### src/rtl/ccd_seq_pkg.sv
package ccd_seq_pkg;

   typedef enum logic [1:0] {
      CLS_DUMMY  = 2'b00,
      CLS_BLACK  = 2'b01,
      CLS_TIMING = 2'b10,
      CLS_ACTIVE = 2'b11
   } pix_class_e;

endpackage

### src/rtl/ccd_line_ctr.sv
module ccd_line_ctr #(
   parameter int LINE_LEN = 3487,
   parameter int CW       = $clog2(LINE_LEN)
) (
   input  logic          clk,
   input  logic          rst_n,
   input  logic          pix_en,
   input  logic          line_start,
   output logic          busy,
   output logic [CW-1:0] cnt,
   output logic          last
);

   localparam logic [CW-1:0] LAST_CNT = CW'(LINE_LEN - 1);

   if (LINE_LEN < 2) begin : g_bad_len
      $error("ccd_line_ctr: LINE_LEN must be at least 2");
   end
   if ((2 ** CW) < LINE_LEN) begin : g_bad_cw
      $error("ccd_line_ctr: CW too narrow for LINE_LEN");
   end

   assign last = busy && (cnt == LAST_CNT);

   always_ff @(posedge clk or negedge rst_n) begin
      if (!rst_n) begin
         busy <= 1'b0;
         cnt  <= '0;
      end else if (!busy) begin
         cnt <= '0;
         if (line_start && pix_en) begin
            busy <= 1'b1;
         end
      end else if (pix_en) begin
         if (cnt == LAST_CNT) begin
            busy <= 1'b0;
            cnt  <= '0;
         end else begin
            cnt <= cnt + 1'b1;
         end
      end
   end

   AST_HOLD_STALL: assert property (@(posedge clk) disable iff (!rst_n)
      busy && !pix_en |=> busy && $stable(cnt));

   AST_IDLE_STAYS: assert property (@(posedge clk) disable iff (!rst_n)
      !busy && !(line_start && pix_en) |=> !busy);

   AST_LAST_ENDS: assert property (@(posedge clk) disable iff (!rst_n)
      last && pix_en |=> !busy);

endmodule

### src/rtl/ccd_line_window.sv
module ccd_line_window #(
   parameter int VXFER_LEN = 360,
   parameter int LINE_LEN  = 3487,
   parameter int CW        = $clog2(LINE_LEN),
   parameter int PW        = $clog2(LINE_LEN - VXFER_LEN + 1)
) (
   input  logic          busy,
   input  logic [CW-1:0] cnt,
   input  logic          last,
   input  logic          pix_en,
   output logic          vxfer_win,
   output logic          hclk_run,
   output logic          pix_valid,
   output logic [PW-1:0] pix_idx,
   output logic          line_done
);

   localparam logic [CW-1:0] RD_FIRST = CW'(VXFER_LEN);

   if (VXFER_LEN < 1 || VXFER_LEN >= LINE_LEN) begin : g_bad_win
      $error("ccd_line_window: VXFER_LEN must lie inside the line");
   end

   logic          in_read;
   logic [CW-1:0] rd_off;

   assign in_read   = busy && (cnt >= RD_FIRST);
   assign vxfer_win = busy && !in_read;
   assign hclk_run  = in_read;
   assign pix_valid = in_read;
   assign rd_off    = cnt - RD_FIRST;
   assign pix_idx   = in_read ? PW'(rd_off) : '0;
   assign line_done = last && pix_en;

endmodule

### src/rtl/ccd_class_dec.sv
module ccd_class_dec
   import ccd_seq_pkg::*;
#(
   parameter int N_DUMMY    = 7,
   parameter int N_BLACK_L  = 20,
   parameter int N_TIMING_L = 4,
   parameter int N_ACTIVE   = 3072,
   parameter int N_TIMING_R = 4,
   parameter int N_BLACK_R  = 20,
   parameter int PW         = 12
) (
   input  logic          valid,
   input  logic [PW-1:0] pix_idx,
   output pix_class_e    cls
);

   localparam int NSEG = 6;
   localparam int SEG_LEN [NSEG] = '{N_DUMMY, N_BLACK_L, N_TIMING_L,
                                     N_ACTIVE, N_TIMING_R, N_BLACK_R};
   localparam logic [1:0] SEG_CODE [NSEG] = '{CLS_DUMMY, CLS_BLACK, CLS_TIMING,
                                              CLS_ACTIVE, CLS_TIMING, CLS_BLACK};

   function automatic int seg_base(input int s);
      int acc;
      acc = 0;
      for (int j = 0; j < s; j++) acc += SEG_LEN[j];
      return acc;
   endfunction

   localparam int TOTAL = seg_base(NSEG);

   if (N_ACTIVE < 1) begin : g_bad_active
      $error("ccd_class_dec: N_ACTIVE must be positive");
   end
   if ((2 ** PW) <= TOTAL) begin : g_bad_pw
      $error("ccd_class_dec: PW too narrow for the pixel count");
   end

   logic [NSEG-1:0] hit;

   for (genvar g = 0; g < NSEG; g++) begin : g_seg
      localparam int LO = seg_base(g);
      localparam int HI = LO + SEG_LEN[g];
      assign hit[g] = (pix_idx >= PW'(LO)) && (pix_idx < PW'(HI));
   end

   always_comb begin
      cls = CLS_DUMMY;
      if (valid) begin
         for (int s = 0; s < NSEG; s++) begin
            if (hit[s]) cls = pix_class_e'(SEG_CODE[s]);
         end
      end
   end

endmodule

### src/rtl/ccd_line_seq.sv
module ccd_line_seq
   import ccd_seq_pkg::*;
#(
   parameter int VXFER_LEN  = 360,
   parameter int N_DUMMY    = 7,
   parameter int N_BLACK_L  = 20,
   parameter int N_TIMING_L = 4,
   parameter int N_ACTIVE   = 3072,
   parameter int N_TIMING_R = 4,
   parameter int N_BLACK_R  = 20
) (
   input  logic       clk,
   input  logic       rst_n,
   input  logic       pix_en,
   input  logic       line_start,
   output logic       vxfer_win,
   output logic       hclk_run,
   output logic       clamp_win,
   output logic       pix_valid,
   output logic [1:0] pix_class,
   output logic       line_done
);

   localparam int PIX_PER_LINE = N_DUMMY + N_BLACK_L + N_TIMING_L + N_ACTIVE
                                 + N_TIMING_R + N_BLACK_R;
   localparam int LINE_LEN     = VXFER_LEN + PIX_PER_LINE;
   localparam int CW           = $clog2(LINE_LEN);
   localparam int PW           = $clog2(PIX_PER_LINE + 1);

   logic          busy;
   logic          last;
   logic [CW-1:0] cnt;
   logic [PW-1:0] pix_idx;
   pix_class_e    cls;

   ccd_line_ctr #(
      .LINE_LEN (LINE_LEN),
      .CW       (CW)
   ) u_ctr (
      .clk        (clk),
      .rst_n      (rst_n),
      .pix_en     (pix_en),
      .line_start (line_start),
      .busy       (busy),
      .cnt        (cnt),
      .last       (last)
   );

   ccd_line_window #(
      .VXFER_LEN (VXFER_LEN),
      .LINE_LEN  (LINE_LEN),
      .CW        (CW),
      .PW        (PW)
   ) u_win (
      .busy      (busy),
      .cnt       (cnt),
      .last      (last),
      .pix_en    (pix_en),
      .vxfer_win (vxfer_win),
      .hclk_run  (hclk_run),
      .pix_valid (pix_valid),
      .pix_idx   (pix_idx),
      .line_done (line_done)
   );

   ccd_class_dec #(
      .N_DUMMY    (N_DUMMY),
      .N_BLACK_L  (N_BLACK_L),
      .N_TIMING_L (N_TIMING_L),
      .N_ACTIVE   (N_ACTIVE),
      .N_TIMING_R (N_TIMING_R),
      .N_BLACK_R  (N_BLACK_R),
      .PW         (PW)
   ) u_dec (
      .valid   (pix_valid),
      .pix_idx (pix_idx),
      .cls     (cls)
   );

   assign pix_class = cls;
   assign clamp_win = pix_valid && (cls == CLS_BLACK);

   AST_READ_OPENS_DUMMY: assert property (@(posedge clk) disable iff (!rst_n)
      $rose(pix_valid) |-> pix_class == CLS_DUMMY);

   AST_CLASS_IDLE: assert property (@(posedge clk) disable iff (!rst_n)
      !pix_valid |-> pix_class == CLS_DUMMY);

   AST_WIN_HANDOFF: assert property (@(posedge clk) disable iff (!rst_n)
      $fell(vxfer_win) |-> hclk_run);

   AST_DONE_TO_IDLE: assert property (@(posedge clk) disable iff (!rst_n)
      line_done |=> !vxfer_win && !hclk_run && !line_done);

   AST_START_ENTRY: assert property (@(posedge clk) disable iff (!rst_n)
      !vxfer_win && !hclk_run && line_start && pix_en |=> vxfer_win);

endmodule

### config.mk
export PLATFORM = sky130hd
export DESIGN_NAME = ccd_line_seq
export DESIGN_NICKNAME = d
export VERILOG_FILES = /design/src/rtl/ccd_seq_pkg.sv /design/src/rtl/ccd_line_ctr.sv /design/src/rtl/ccd_line_window.sv /design/src/rtl/ccd_class_dec.sv /design/src/rtl/ccd_line_seq.sv
export SDC_FILE = /design/constraint.sdc
export NUM_CORES = 1
export LEC_CHECK = 0
export BUFFER_PORTS_ARGS = -buffer_cell sky130_fd_sc_hd__buf_2
export CAP_MARGIN = 25
export CORE_ASPECT_RATIO = 1.4
export CORE_UTILIZATION = 59
export DETAILED_ROUTE_END_ITERATION = 8
export GPL_TIMING_DRIVEN = 0
export PLACE_DENSITY_LB_ADDON = 0.08
export SLEW_MARGIN = 40
export SYNTH_ARGS = -nofsm -noshare
export SYNTH_HDL_FRONTEND = slang
export SYNTH_SLANG_ARGS = --single-unit
### constraint.sdc
create_clock -name clk -period 2.6 [get_ports clk]
set_input_delay 0.39 -clock clk [delete_from_list [all_inputs] [get_ports clk]]
set_output_delay 0.39 -clock clk [all_outputs]
set_load 0.03 [all_outputs]
# Word-level counts from Yosys, hierarchy flattened
# Cells that the tools add are included.
[word_totals] register_bits=13 input_bits=4 output_inout_bits=7 word_cells=44
[op_classes] addsub=2 order_cmp=11 n_eq_ne=3 mux=14 n_reduce_logical=12
[op_table] op="two-way mux 12 bit" count=4
[op_table] op="less-than comparator 12 bit, second input constant" count=3
[op_table] op="greater-or-equal comparator 12 bit, second input constant" count=2
[op_table] op="greater-or-equal comparator 12 x 5 -> 1 bit, second input constant" count=2
[op_table] op="less-than comparator 12 x 5 -> 1 bit, second input constant" count=2
[op_table] op="adder 12 x 1 -> 12 bit, second input constant" count=1
[op_table] op="equality test 12 bit, second input constant" count=1
[op_table] op="greater-or-equal comparator 12 x 3 -> 1 bit, second input constant" count=1
[op_table] op="greater-or-equal comparator 12 x 9 -> 1 bit, second input constant" count=1
[op_table] op="subtractor 12 x 9 -> 12 bit, second input constant" count=1
[op_table] op="logical AND 1 bit" count=11
[op_table] op="two-way mux 2 bit" count=5
[op_table] op="two-way mux 1 bit" count=5
[op_table] op="equality test 2 x 1 -> 1 bit, second input constant" count=1
[op_table] op="inequality test 2 bit, second input constant" count=1
[op_table] op="zero test 1 bit" count=1

# Logic depth before layout (Yosys ltp)
# Gate-level depths: netlist (run 1).
[logic_depth] depth_word=13 mapped_depth=10 depth_no_buf=8

# Cells and area by module
# From an unflattened synthesis (run 1), not the netlist that was laid out.
[unflattened] cells_unflattened=148 area_unflattened_um2=1198.6
[modules_own_cells] module="ccd_line_ctr" n_inst=1 cells_each=75 area_each_um2=701.9 seq_area_each_um2=325.3
[modules_own_cells] module="ccd_line_window" n_inst=1 cells_each=48 area_each_um2=331.6 seq_area_each_um2=0.0
[modules_own_cells] module="ccd_class_dec" n_inst=1 cells_each=24 area_each_um2=156.4 seq_area_each_um2=0.0
[modules_own_cells] module="ccd_line_seq" n_inst=1 cells_each=1 area_each_um2=8.8 seq_area_each_um2=0.0

# Worst setup path after synthesis (run 1)
# Ideal clock, no wire load.
[synth_path] path_kind="reg2out" startpoint="register u_ctr.cnt[3]" endpoint="output port pix_class[0]" arrival_ns=2.487 t_required_ns=2.210 setup_slack_ns=-0.277 path_stages_with_launch=10 path_buffers=2 cell_sequence="dfrtp_1 buf_2 inv_1 ha_1 buf_2 and3b_1 and4_2 o2111ai_2 o32ai_2 nand2b_1"
[synth_between] elab_chain_len=11 word_cells_on_any_way=25 cone_classes="add/sub: 1; order compare: 11; mux: 7; reduce/logical: 6"
[synth_rtl] element="from (decl)" line_no="ccd_line_ctr.sv:10" text="output logic [CW-1:0] cnt,"
[synth_rtl] element="from (signal assigned)" line_no="ccd_line_ctr.sv:39" text="cnt <= cnt + 1'b1;"
[synth_rtl] element="greater-or-equal comparator 12 x 9 -> 1 bit" line_no="ccd_line_window.sv:27" text="assign in_read = busy && (cnt >= RD_FIRST);"
[synth_rtl] element="logical AND 1 bit" line_no="ccd_line_window.sv:27"
[synth_rtl] element="two-way mux 12 bit" line_no="ccd_line_window.sv:32" text="assign pix_idx = in_read ? PW'(rd_off) : '0;"
[synth_rtl] element="greater-or-equal comparator 12 x 3 -> 1 bit or less-than comparator 12 x 5 -> 1 bit (tied branches)" line_no="ccd_class_dec.sv:44" text="assign hit[g] = (pix_idx >= PW'(LO)) && (pix_idx < PW'(HI));"
[synth_rtl] element="logical AND 1 bit" line_no="ccd_class_dec.sv:44"
[synth_rtl] element="two-way mux 1 bit" line_no="ccd_class_dec.sv:51" text="if (hit[s]) cls = pix_class_e'(SEG_CODE[s]);"
[synth_rtl] element="two-way mux 2 bit (4 in a row)" line_no="ccd_class_dec.sv:51"
[synth_rtl] element="two-way mux 2 bit *" line_no="ccd_class_dec.sv:49" text="if (valid) begin"
[synth_rtl] element="to (decl)" line_no="ccd_line_seq.sv:20" text="output logic [1:0] pix_class,"
# Every way passes the cells marked *; elsewhere a longest branch is shown, timed or not.

# Worst setup path after layout (run 1)
[layout_path] startpoint="register u_ctr.cnt[3]" endpoint="output port pix_class[1]"
[layout_between] elab_chain_len=10 word_cells_on_any_way=21 cone_classes="add/sub: 1; order compare: 9; mux: 6; reduce/logical: 5"
[layout_rtl] element="greater-or-equal comparator 12 x 9 -> 1 bit" line_no="ccd_line_window.sv:27"
[layout_rtl] element="logical AND 1 bit" line_no="ccd_line_window.sv:27"
[layout_rtl] element="two-way mux 12 bit" line_no="ccd_line_window.sv:32"
[layout_rtl] element="greater-or-equal comparator 12 x 5 -> 1 bit or less-than comparator 12 x 5 -> 1 bit (tied branches)" line_no="ccd_class_dec.sv:44"
[layout_rtl] element="logical AND 1 bit" line_no="ccd_class_dec.sv:44"
[layout_rtl] element="two-way mux 2 bit (4 in a row)" line_no="ccd_class_dec.sv:51"
[layout_rtl] element="two-way mux 2 bit *" line_no="ccd_class_dec.sv:49"
# Marks and branches as above.

==> impl_metrics.py, run 1 <==
metrics = {
    "status": {
        "outcome": "complete, but fails checks",
        "violations": "negative setup slack",
    },
    "setup_path": {
        "path_class": "reg -> out",
        "path_max_fanout": 4,
        "cp.required_ns": 2.21,
        "worstSetupEndpointType": "output pin",
        "arrival_ns": 2.56,
        "startpoint_type": "register",
    },
    "synth": {
        "synth.distinct_cells": 48,
        "synthTopCellsByCount": "19 x nor2_1, 14 x nand2_1, 13 x dfrtp_1",
        "syn-cell-area_um2": 1250,
        "synth_enable_flop_cells": 0,
        "synth_area_leaders": "dfrtp_1 26%, nor2_1 5.7%, ha_1 5.0%",
        "synth_top_area_share_pct": 26.0,
        "postSynthCellCount": 149,
        "syn-num-nets": 158,
        "yosys.area.top_type": "dfrtp_1",
        "async_reset_ff_share_pct": 100,
        "ys_ff_latch": 13,
        "yosysMostFrequentCell": "nor2_1",
        "ys_dominant_reg_cell": "dfrtp_1",
        "ys_seq_area_share_pct": 26.0,
        "avgSynthCellArea_um2": 8.40,
        "synth_warnings": 0,
    },
    "detailed_routing": {
        "dr.first_iter.drc_count": 70,
        "avgViaCountPerCell": 6.46,
        "wl_mm": 3.74,
        "highest_layer": "met4",
        "drc": 0,
        "post_drt_wl_per_cell_um": 18.4,
        "wl_met3_um": 182,
        "met1_length_mm": 1.35,
        "vias": 1318,
        "first_pass_iters": 4,
        "ant_nets": 0,
        "wl_met2_mm": 2.06,
    },
    "cts": {
        "cts_buffers": 3,
        "cts.path.max_buffers": 2,
        "clk_pin_slew_worst_paths_ns": 0.08,
        "cts_root_buffer": "clkbuf_4",
        "clkLatencyLatePin_ns": 0.28,
        "cts_tree": "built",
        "htree_levels": 1,
        "cts_sinks": 13,
    },
    "layout": {
        "num_antenna_cells": 0,
        "design_area_um2": 1670,
        "layout-drive-gt1-share_pct": 38.3,
        "finalNetCount": 193,
        "syn2layout_area_growth_pct": 33.3,
        "final_cells": 204,
    },
    "sta": {
        "final_max_slew_viol_count": 0,
        "period_minus_slack_ns": 2.95,
        "finalSetupViolCount": 3,
        "holdWs_ns": 0.351,
        "fin_skew_ns": 0.00104,
        "slew_headroom_pct": 55.5,
        "fmax_mhz": 338,
        "worst_slack_ns": -0.355,
        "hold_viol": 0,
        "fin_crit_sh_pct": 114,
        "rsz0062_at_grt": "true",
        "tightest_slew_ns": 0.663,
    },
    "power": {
        "p_leak_uw": 0.000751,
        "irDropWorstVdd_mv": 0.380,
        "powerDensity_nw_per_um2": 437,
        "p_total_uw": 729,
    },
    "floorplan": {
        "core-area_um2": 1970,
        "dieHeight_um": 56.5,
        "die-area_um2": 2310,
        "floorplan.initialDensity_pct": 63.4,
        "rows": 19,
        "die_width_um": 40.9,
        "ios": 11,
    },
    "grt": {
        "track_usage_pct": 35.5,
        "antenna_found_initial": 0,
        "grt_start_max_net_pins": 14,
        "grt_first_pass_wirelength_mm": 5.63,
        "grt_pass1_vias": 1300,
        "grt_overflow": 0,
    },
    "place": {
        "portBuffers": 10,
        "place.gp.congestion": 0.818,
        "placed_area_um2": 1360,
        "dp_cells": 180,
        "dp_hpwl_mm": 2.08,
    },
    "run": {
        "maxCapViolCount": 0,
    },
    "hold_path": {
        "hold_class": "in -> reg",
    },
}
[metrics by stage]
step / setup TNS (ns) / utilization, % / worst slack [ns]
after CTS: -0.746 / 81.1 / -0.292
after detailed placement: -0.462 / 68.7 / -0.236
after global placement: -0.329 / 68.7 / -0.194
final: -0.933 / 84.5 / -0.355
after floorplan: -0.0931 / - / -0.0466
after global routing: -1.21 / 84.5 / -0.460
[worst paths after layout]
kind	from	end	slack (ns)	depth (start not counted)
max	u_ctr.cnt[3]	pix_class[1]	-0.35	11
min	line_start	u_ctr.busy	0.35	3
max reg2reg	u_ctr.cnt[3]	u_ctr.busy	0.49	7
min reg2reg	u_ctr.cnt[0]	u_ctr.cnt[0]	0.60	1
max in group asynchronous	rst_n	u_ctr.cnt[4]	1.85	2
min in group asynchronous	rst_n	u_ctr.cnt[1]	0.51	2
[where the power goes]
part           internal (µW)  switching (µW)
combinational            154             183
sequential               226            34.2
clock                   59.7            72.0
total                    440             289
[sequential cells by signal, indices dropped and copies added (netlist names)]
signal	count
u_ctr.cnt	12
u_ctr.busy	1
[cells in the final DEF, fill, tap and decap left out, types with 2 or more instances in the layout]
cell type   n
a21oi_1     2
and4b_1     2
buf_2       8
buf_4      22
buf_6       5
clkbuf_4    3
clkbuf_8    4
dfrtp_1    12
ha_1        4
inv_1       4
nand2_1    14
nand3_1     8
nand4_1     5
nor2_1     18
nor2b_1     5
nor3_1      2
o211ai_1    5
o21ai_0     9
xnor2_1     5
xor2_1      5
[cells by family (layout without fill, tap and decap cells)]
kind of cell,Yosys count,count (layout),share of synthesized area [%]
AO/OA/AOI/OAI,31,31,19.1
AND/OR/NAND/NOR,70,70,30.9
flip-flops,13,13,26.0
multiplexers,2,2,1.70
XOR/XNOR,11,11,7.70
buffers and inverters,17,51,9.60
adder cells (fa/ha/maj),5,5,5.00
[critical path: stages, from the launching register on]
cell and delay [ns]:
dfrtp_1 0.41, buf_6 0.13, inv_4 0.05, ha_4 0.14
and3b_2 0.25, nor4b_4 0.26, a32o_2 0.23, o211ai_1 0.12
buf_4 0.17, o221ai_4 0.20, o211ai_1 0.14, buf_4 0.19
[timing repair]
item | 4_1_cts | 5_1_grt
endpoints found under the setup margin | 3 | 3
gates resized for setup | 25 | 4
hold buffers | 1 | 0
endpoints found under the hold margin | 13 | 0
buffers inserted | 13 | 7
pin swaps | 8 | 6
cloned | 0 | 0
[layout make-up]
type,instances,area (µm²)
inverter,6,25.0
tap,21,26.3
sequential,13,327
buffer,10,98.8
fill,109,305
clock buffer,4,26.3
timing repair buffer,31,233
multi-input combinational,119,932
[routing by layer]
metal  global-route usage, %  up-vias
met3                    3.16       17
met4                    20.5        0
li1                        -      606
met2                    61.8       54
met5                       0        -
met1                    37.3      641
Note: power is estimated with default switching activity, not from simulation.
==> run 2, diff against run 1 <==
CORE_UTILIZATION = 32   (was 59)
==> run 2 against run 1 <==
Compared with the run above:
- the run still ends with negative setup slack left
- via count shrank 9.2%
- non-clock buffer count is 11 lower
- clock power rose by 40%
- routed wire length decreased by 12%
- sequential share of layout area rose by 0.72 points
- maximum frequency rose by 6.7%
- core utilization decreased by 41 points
- final cell count is 4.9% higher
- sequential power about the same
- worst setup slack better by 0.18 ns
- clock-buffer cell count unchanged
- first-iteration DRC count fell by 64%
- largest cell class unchanged
==> impl_metrics.py, run 2 (synthesis results as in run 1) <==
metrics = {
    "setup_path": {
        "path_max_fanout": 6,
        "cp_slowest_cell": "dfrtp_1",
        "worstSetupEndpointType": "output pin",
        "startpoint_type": "register",
        "crit_chain": "buf_6, inv_4, ha_4, and3b_2, nor4b_2, a32o_2, o211ai_1, o221ai_2, buf_4, nand2b_4, buf_6",
        "cp.required_ns": 2.21,
        "cpMostUsedCell": "buf_6",
        "arrival_ns": 2.38,
        "r2r_cells": 6,
        "cp_num_cells": 11,
        "path_class": "reg -> out",
        "cpPeakStageDelay_ns": 0.40,
        "crit_buf_inv": 4,
        "cp_top_family": "compound AO/OA/AOI/OAI gates",
    },
    "grt": {
        "track_usage_pct": 17.0,
        "grt_start_max_net_pins": 14,
        "grt_pass1_vias": 1096,
        "antenna_found_initial": 0,
        "grt_overflow": 0,
        "grt_first_pass_wirelength_mm": 5.18,
    },
    "power": {
        "powerDensity_nw_per_um2": 468,
        "p_switching_uw": 285,
        "p_int_uw": 469,
        "p_clk_share_pct": 24.5,
        "power_frac_seq_pct": 34.6,
        "irDropWorstVdd_mv": 0.254,
        "p_leak_uw": 0.000695,
        "swShare_pct": 37.8,
        "comb_power_share_pct": 40.9,
    },
    "floorplan": {
        "rows": 26,
        "die-area_um2": 4170,
        "floorplan.initialDensity_pct": 33.7,
        "dieHeight_um": 76.0,
        "ios": 11,
        "core-area_um2": 3710,
        "die_width_um": 54.8,
    },
    "cts": {
        "htree_levels": 1,
        "cts.path.max_buffers": 2,
        "clkLatencyLatePin_ns": 0.25,
        "cts_root_buffer": "clkbuf_8",
        "ctsHoldBuffers": 0,
        "cts_tree": "built",
        "cts_buffers": 3,
        "clk_pin_slew_worst_paths_ns": 0.06,
        "cts_sinks": 13,
    },
    "layout": {
        "num_antenna_cells": 0,
        "syn2layout_area_growth_pct": 28.6,
        "layout-drive-gt1-share_pct": 32.6,
        "top_regs": "u_ctr.cnt x12, u_ctr.busy x1",
        "finalNetCount": 182,
        "regMostFlops": "u_ctr.cnt",
        "final_cell_mix": "19 x nor2_1, 14 x nand2_1, 12 x buf_4, 12 x dfrtp_1",
        "post-route-util_pct": 43.4,
        "largest_reg_flops": 12,
        "final_common_cell": "nor2_1",
    },
    "detailed_routing": {
        "vias": 1197,
        "drc": 0,
        "wl_met2_mm": 1.85,
        "post_drt_wl_per_cell_um": 15.4,
        "first_pass_iters": 4,
        "highest_layer": "met4",
        "met1_length_mm": 1.36,
        "avgViaCountPerCell": 5.59,
        "dr.first_iter.drc_count": 25,
        "wl_mm": 3.29,
        "wl_met3_um": 43,
        "ant_nets": 0,
    },
    "status": {
        "violations": "negative setup slack",
        "outcome": "complete, but fails checks",
    },
    "sta": {
        "fmax_mhz": 361,
        "final_max_slew_viol_count": 0,
        "period_minus_slack_ns": 2.77,
        "hold_viol": 0,
        "slew_headroom_pct": 55.1,
        "fin_skew_ns": 0.00297,
        "finalSetupViolCount": 3,
        "tightest_slew_ns": 0.669,
        "rsz0062_at_grt": "true",
        "fin_crit_sh_pct": 107,
        "finalSetupTns_ns": -0.450,
        "worst_slack_ns": -0.170,
    },
    "place": {
        "dp_hpwl_mm": 2.31,
        "dp_slack_ns": -0.224,
        "portBuffers": 10,
        "place.gp.congestion": 0.766,
    },
    "run": {
        "maxCapViolCount": 0,
    },
    "hold_path": {
        "hold_class": "in -> async",
    },
}
run 2: per-layer routing:
metal  track usage, %  vias up
met2             29.6       13
met3             1.80        5
li1                 -      584
met1             20.5      595
met5                0        -
met4             5.38        0
run 2: layout make-up:
type                            count  area [µm²]
Clock buffer                        4        45.0
Fill cell                         381        2100
Multi-Input combinational cell    119         920
Sequential cell                    13         327
Tap cell                           42        52.6
Timing Repair Buffer               20         141
Inverter                            6        25.0
Buffer                             10        98.8
run 2: path summary, 6_finish.rpt:
kind                              start           end  slack [ns]
min in group clk             line_start    u_ctr.busy        0.39
max in group asynchronous         rst_n  u_ctr.cnt[4]        2.31
max reg2reg                u_ctr.cnt[0]    u_ctr.busy        0.58
max                        u_ctr.cnt[3]  pix_class[0]       -0.17
min                               rst_n  u_ctr.cnt[2]        0.03
min reg2reg                u_ctr.cnt[0]  u_ctr.cnt[0]        0.60
run 2: power by group through the flow:
stage	Clock (µW)	Sequential [µW]	Combinational, µW
after floorplan	0	256	176
after global placement	0	263	222
after detailed placement	0	265	227
after CTS	188	260	290
after global routing	196	266	341
final	185	261	308
run 2: stage by stage:
step	hold slack, ns	power [µW]	area [µm²]	instances
after CTS	0.0454	738	1580	212
after global routing	0.0588	803	1610	214
after floorplan	0.0944	432	1280	149
final	0.0298	754	1610	214
after detailed placement	0.306	492	1380	201
after global placement	0.300	485	1380	201
run 2: what timing repair did:
| item | in CTS | in global routing |
|---|---|---|
| endpoints found under the setup margin | 3 | 3 |
| setup buffers | 8 | 2 |
| pin swaps | 5 | 3 |
| resized for setup | 21 | 2 |
==> run 3, diff against run 2 <==
PLACE_DENSITY = 0.59   (was default)
PLACE_DENSITY_LB_ADDON = default   (was 0.08)
==> run 3 against run 2 <==
Compared with the run above:
- the run still ends with negative setup slack left
- critical path depth decreased by 2
- worst setup slack got worse by 0.028 ns
- power decreased by 1.6%
- routed wire length unchanged
- via count increased by 2.3%
- combinational power decreased by 4%
- register-to-register slack about the same
- flip-flop and latch count unchanged
- worst hold slack got worse by 0.0071 ns
- first-iteration DRC count decreased by 24%
- global-route usage increased by 0.61 points
- critical path type unchanged
- largest power group unchanged
==> impl_metrics.py, run 3 (synthesis results as in run 1) <==
metrics = {
    "detailed_routing": {
        "dr.first_iter.drc_count": 19,
        "post_drt_wl_per_cell_um": 15.1,
        "ant_nets": 0,
        "wl_mm": 3.29,
        "vias": 1225,
        "avgViaCountPerCell": 5.62,
        "drc": 0,
        "first_pass_iters": 4,
    },
    "sta": {
        "period_minus_slack_ns": 2.80,
        "rsz0062_at_grt": "true",
        "worst_slack_ns": -0.198,
        "finalSetupTns_ns": -0.500,
        "slew_headroom_pct": 53.1,
        "hold_viol": 0,
        "final_max_slew_viol_count": 0,
        "fin_crit_sh_pct": 108,
        "fin_skew_ns": 0.00215,
        "tightest_slew_ns": 0.699,
        "fmax_mhz": 357,
        "finalSetupViolCount": 3,
    },
    "layout": {
        "finalNetCount": 186,
        "top_regs": "u_ctr.cnt x12, u_ctr.busy x1",
        "final_cell_mix": "19 x nor2_1, 17 x buf_4, 14 x nand2_1, 12 x dfrtp_1",
        "layout-drive-gt1-share_pct": 35.2,
        "syn2layout_area_growth_pct": 32.2,
        "post-route-util_pct": 44.6,
        "largest_reg_flops": 12,
        "regMostFlops": "u_ctr.cnt",
        "num_antenna_cells": 0,
        "final_cells": 218,
        "fillers": 370,
        "final_common_cell": "nor2_1",
    },
    "setup_path": {
        "startpoint_type": "register",
        "path_class": "reg -> out",
        "cp_slowest_cell": "or4b_4",
        "arrival_ns": 2.41,
        "cpPeakStageDelay_ns": 0.50,
        "cp.required_ns": 2.21,
        "crit_chain": "buf_4, o211a_4, or4b_4, nand3_4, o211ai_1, buf_4, o221ai_4, o211ai_1, buf_4",
        "path_max_fanout": 4,
        "rrSetupSlack_ns": 0.59,
        "cp_top_family": "compound AO/OA/AOI/OAI gates",
        "cpMostUsedCell": "buf_4",
        "worstSetupEndpointType": "output pin",
        "crit_buf_inv": 3,
    },
    "cts": {
        "ctsHoldBuffers": 0,
        "cts.path.max_buffers": 2,
        "cts_sinks": 13,
        "htree_levels": 1,
        "clk_pin_slew_worst_paths_ns": 0.06,
        "cts_buffers": 3,
        "clkLatencyLatePin_ns": 0.25,
        "cts_tree": "built",
        "cts_root_buffer": "clkbuf_8",
    },
    "status": {
        "violations": "negative setup slack",
        "outcome": "complete, but fails checks",
    },
    "floorplan": {
        "ios": 11,
        "die_width_um": 54.8,
        "dieHeight_um": 76.0,
        "core-area_um2": 3710,
        "rows": 26,
        "floorplan.initialDensity_pct": 33.7,
        "die-area_um2": 4170,
    },
    "place": {
        "dp_slack_ns": -0.218,
        "dp_hpwl_mm": 2.26,
        "dp_cells": 201,
        "place.gp.congestion": 0.783,
        "portBuffers": 10,
    },
    "run": {
        "maxCapViolCount": 0,
    },
    "hold_path": {
        "hold_class": "in -> async",
    },
    "power": {
        "p_leak_uw": 0.000715,
        "powerDensity_nw_per_um2": 448,
        "irDropWorstVdd_mv": 0.231,
    },
    "grt": {
        "grt_start_max_net_pins": 14,
        "antenna_found_initial": 0,
        "grt_first_pass_wirelength_mm": 5.49,
        "track_usage_pct": 17.6,
        "grt_pass1_vias": 1263,
        "grt_overflow": 0,
    },
}
## run 3: final timing paths
check / from / endpoint / cells after the start
max reg2reg: u_ctr.cnt[0] / u_ctr.busy / 6
min reg2reg: u_ctr.cnt[0] / u_ctr.cnt[0] / 1
max in group asynchronous: rst_n / u_ctr.cnt[4] / 1
min in group clk: line_start / u_ctr.busy / 3
min: rst_n / u_ctr.cnt[5] / 1
max: u_ctr.cnt[3] / pix_class[1] / 9
## run 3: layer usage
| layer | GRT usage [%] | routed length [µm] | up-vias |
|---|---|---|---|
| met1 | 19.8 | 1350 | 597 |
| li1 | - | - | 592 |
| met5 | 0 | 0 | - |
| met3 | 2.79 | 68 | 8 |
| met4 | 8.21 | 57 | 0 |
| met2 | 30.2 | 1820 | 28 |
## run 3: final cells by class
cell class	instances	area (µm²)	share of cell area [%]
tap	42	52.6	3.18
timing repair buffer	24	174	10.5
clock buffer	4	45.0	2.72
sequential	13	327	19.7
buffer	10	98.8	5.98
inverter	6	25.0	1.51
multi-input combinational	119	932	56.4
## run 3: what timing repair did
item / CTS / global route
endpoints found under the setup margin: 3 / 3
resized for setup: 25 / 3
setup buffers: 11 / 3
pin swaps: 7 / 7
## run 3: where the power goes
| group | switching (µW) | internal (µW) | leakage (µW) | total, µW |
|---|---|---|---|---|
| combinational | 167 | 128 | 0.000520 | 295 |
| clock | 79.0 | 109 | 0.0000228 | 188 |
| sequential | 32.5 | 226 | 0.000172 | 259 |
| total | 279 | 463 | 0.000715 | 741 |
## run 3: stage by stage
stage,hold slack (ns),area (µm²),power [µW]
after floorplan,0.0944,1280,432
after global placement,0.294,1380,479
after detailed placement,0.306,1380,486
after CTS,0.0407,1620,750
after global routing,0.0455,1650,790
final,0.0227,1650,741
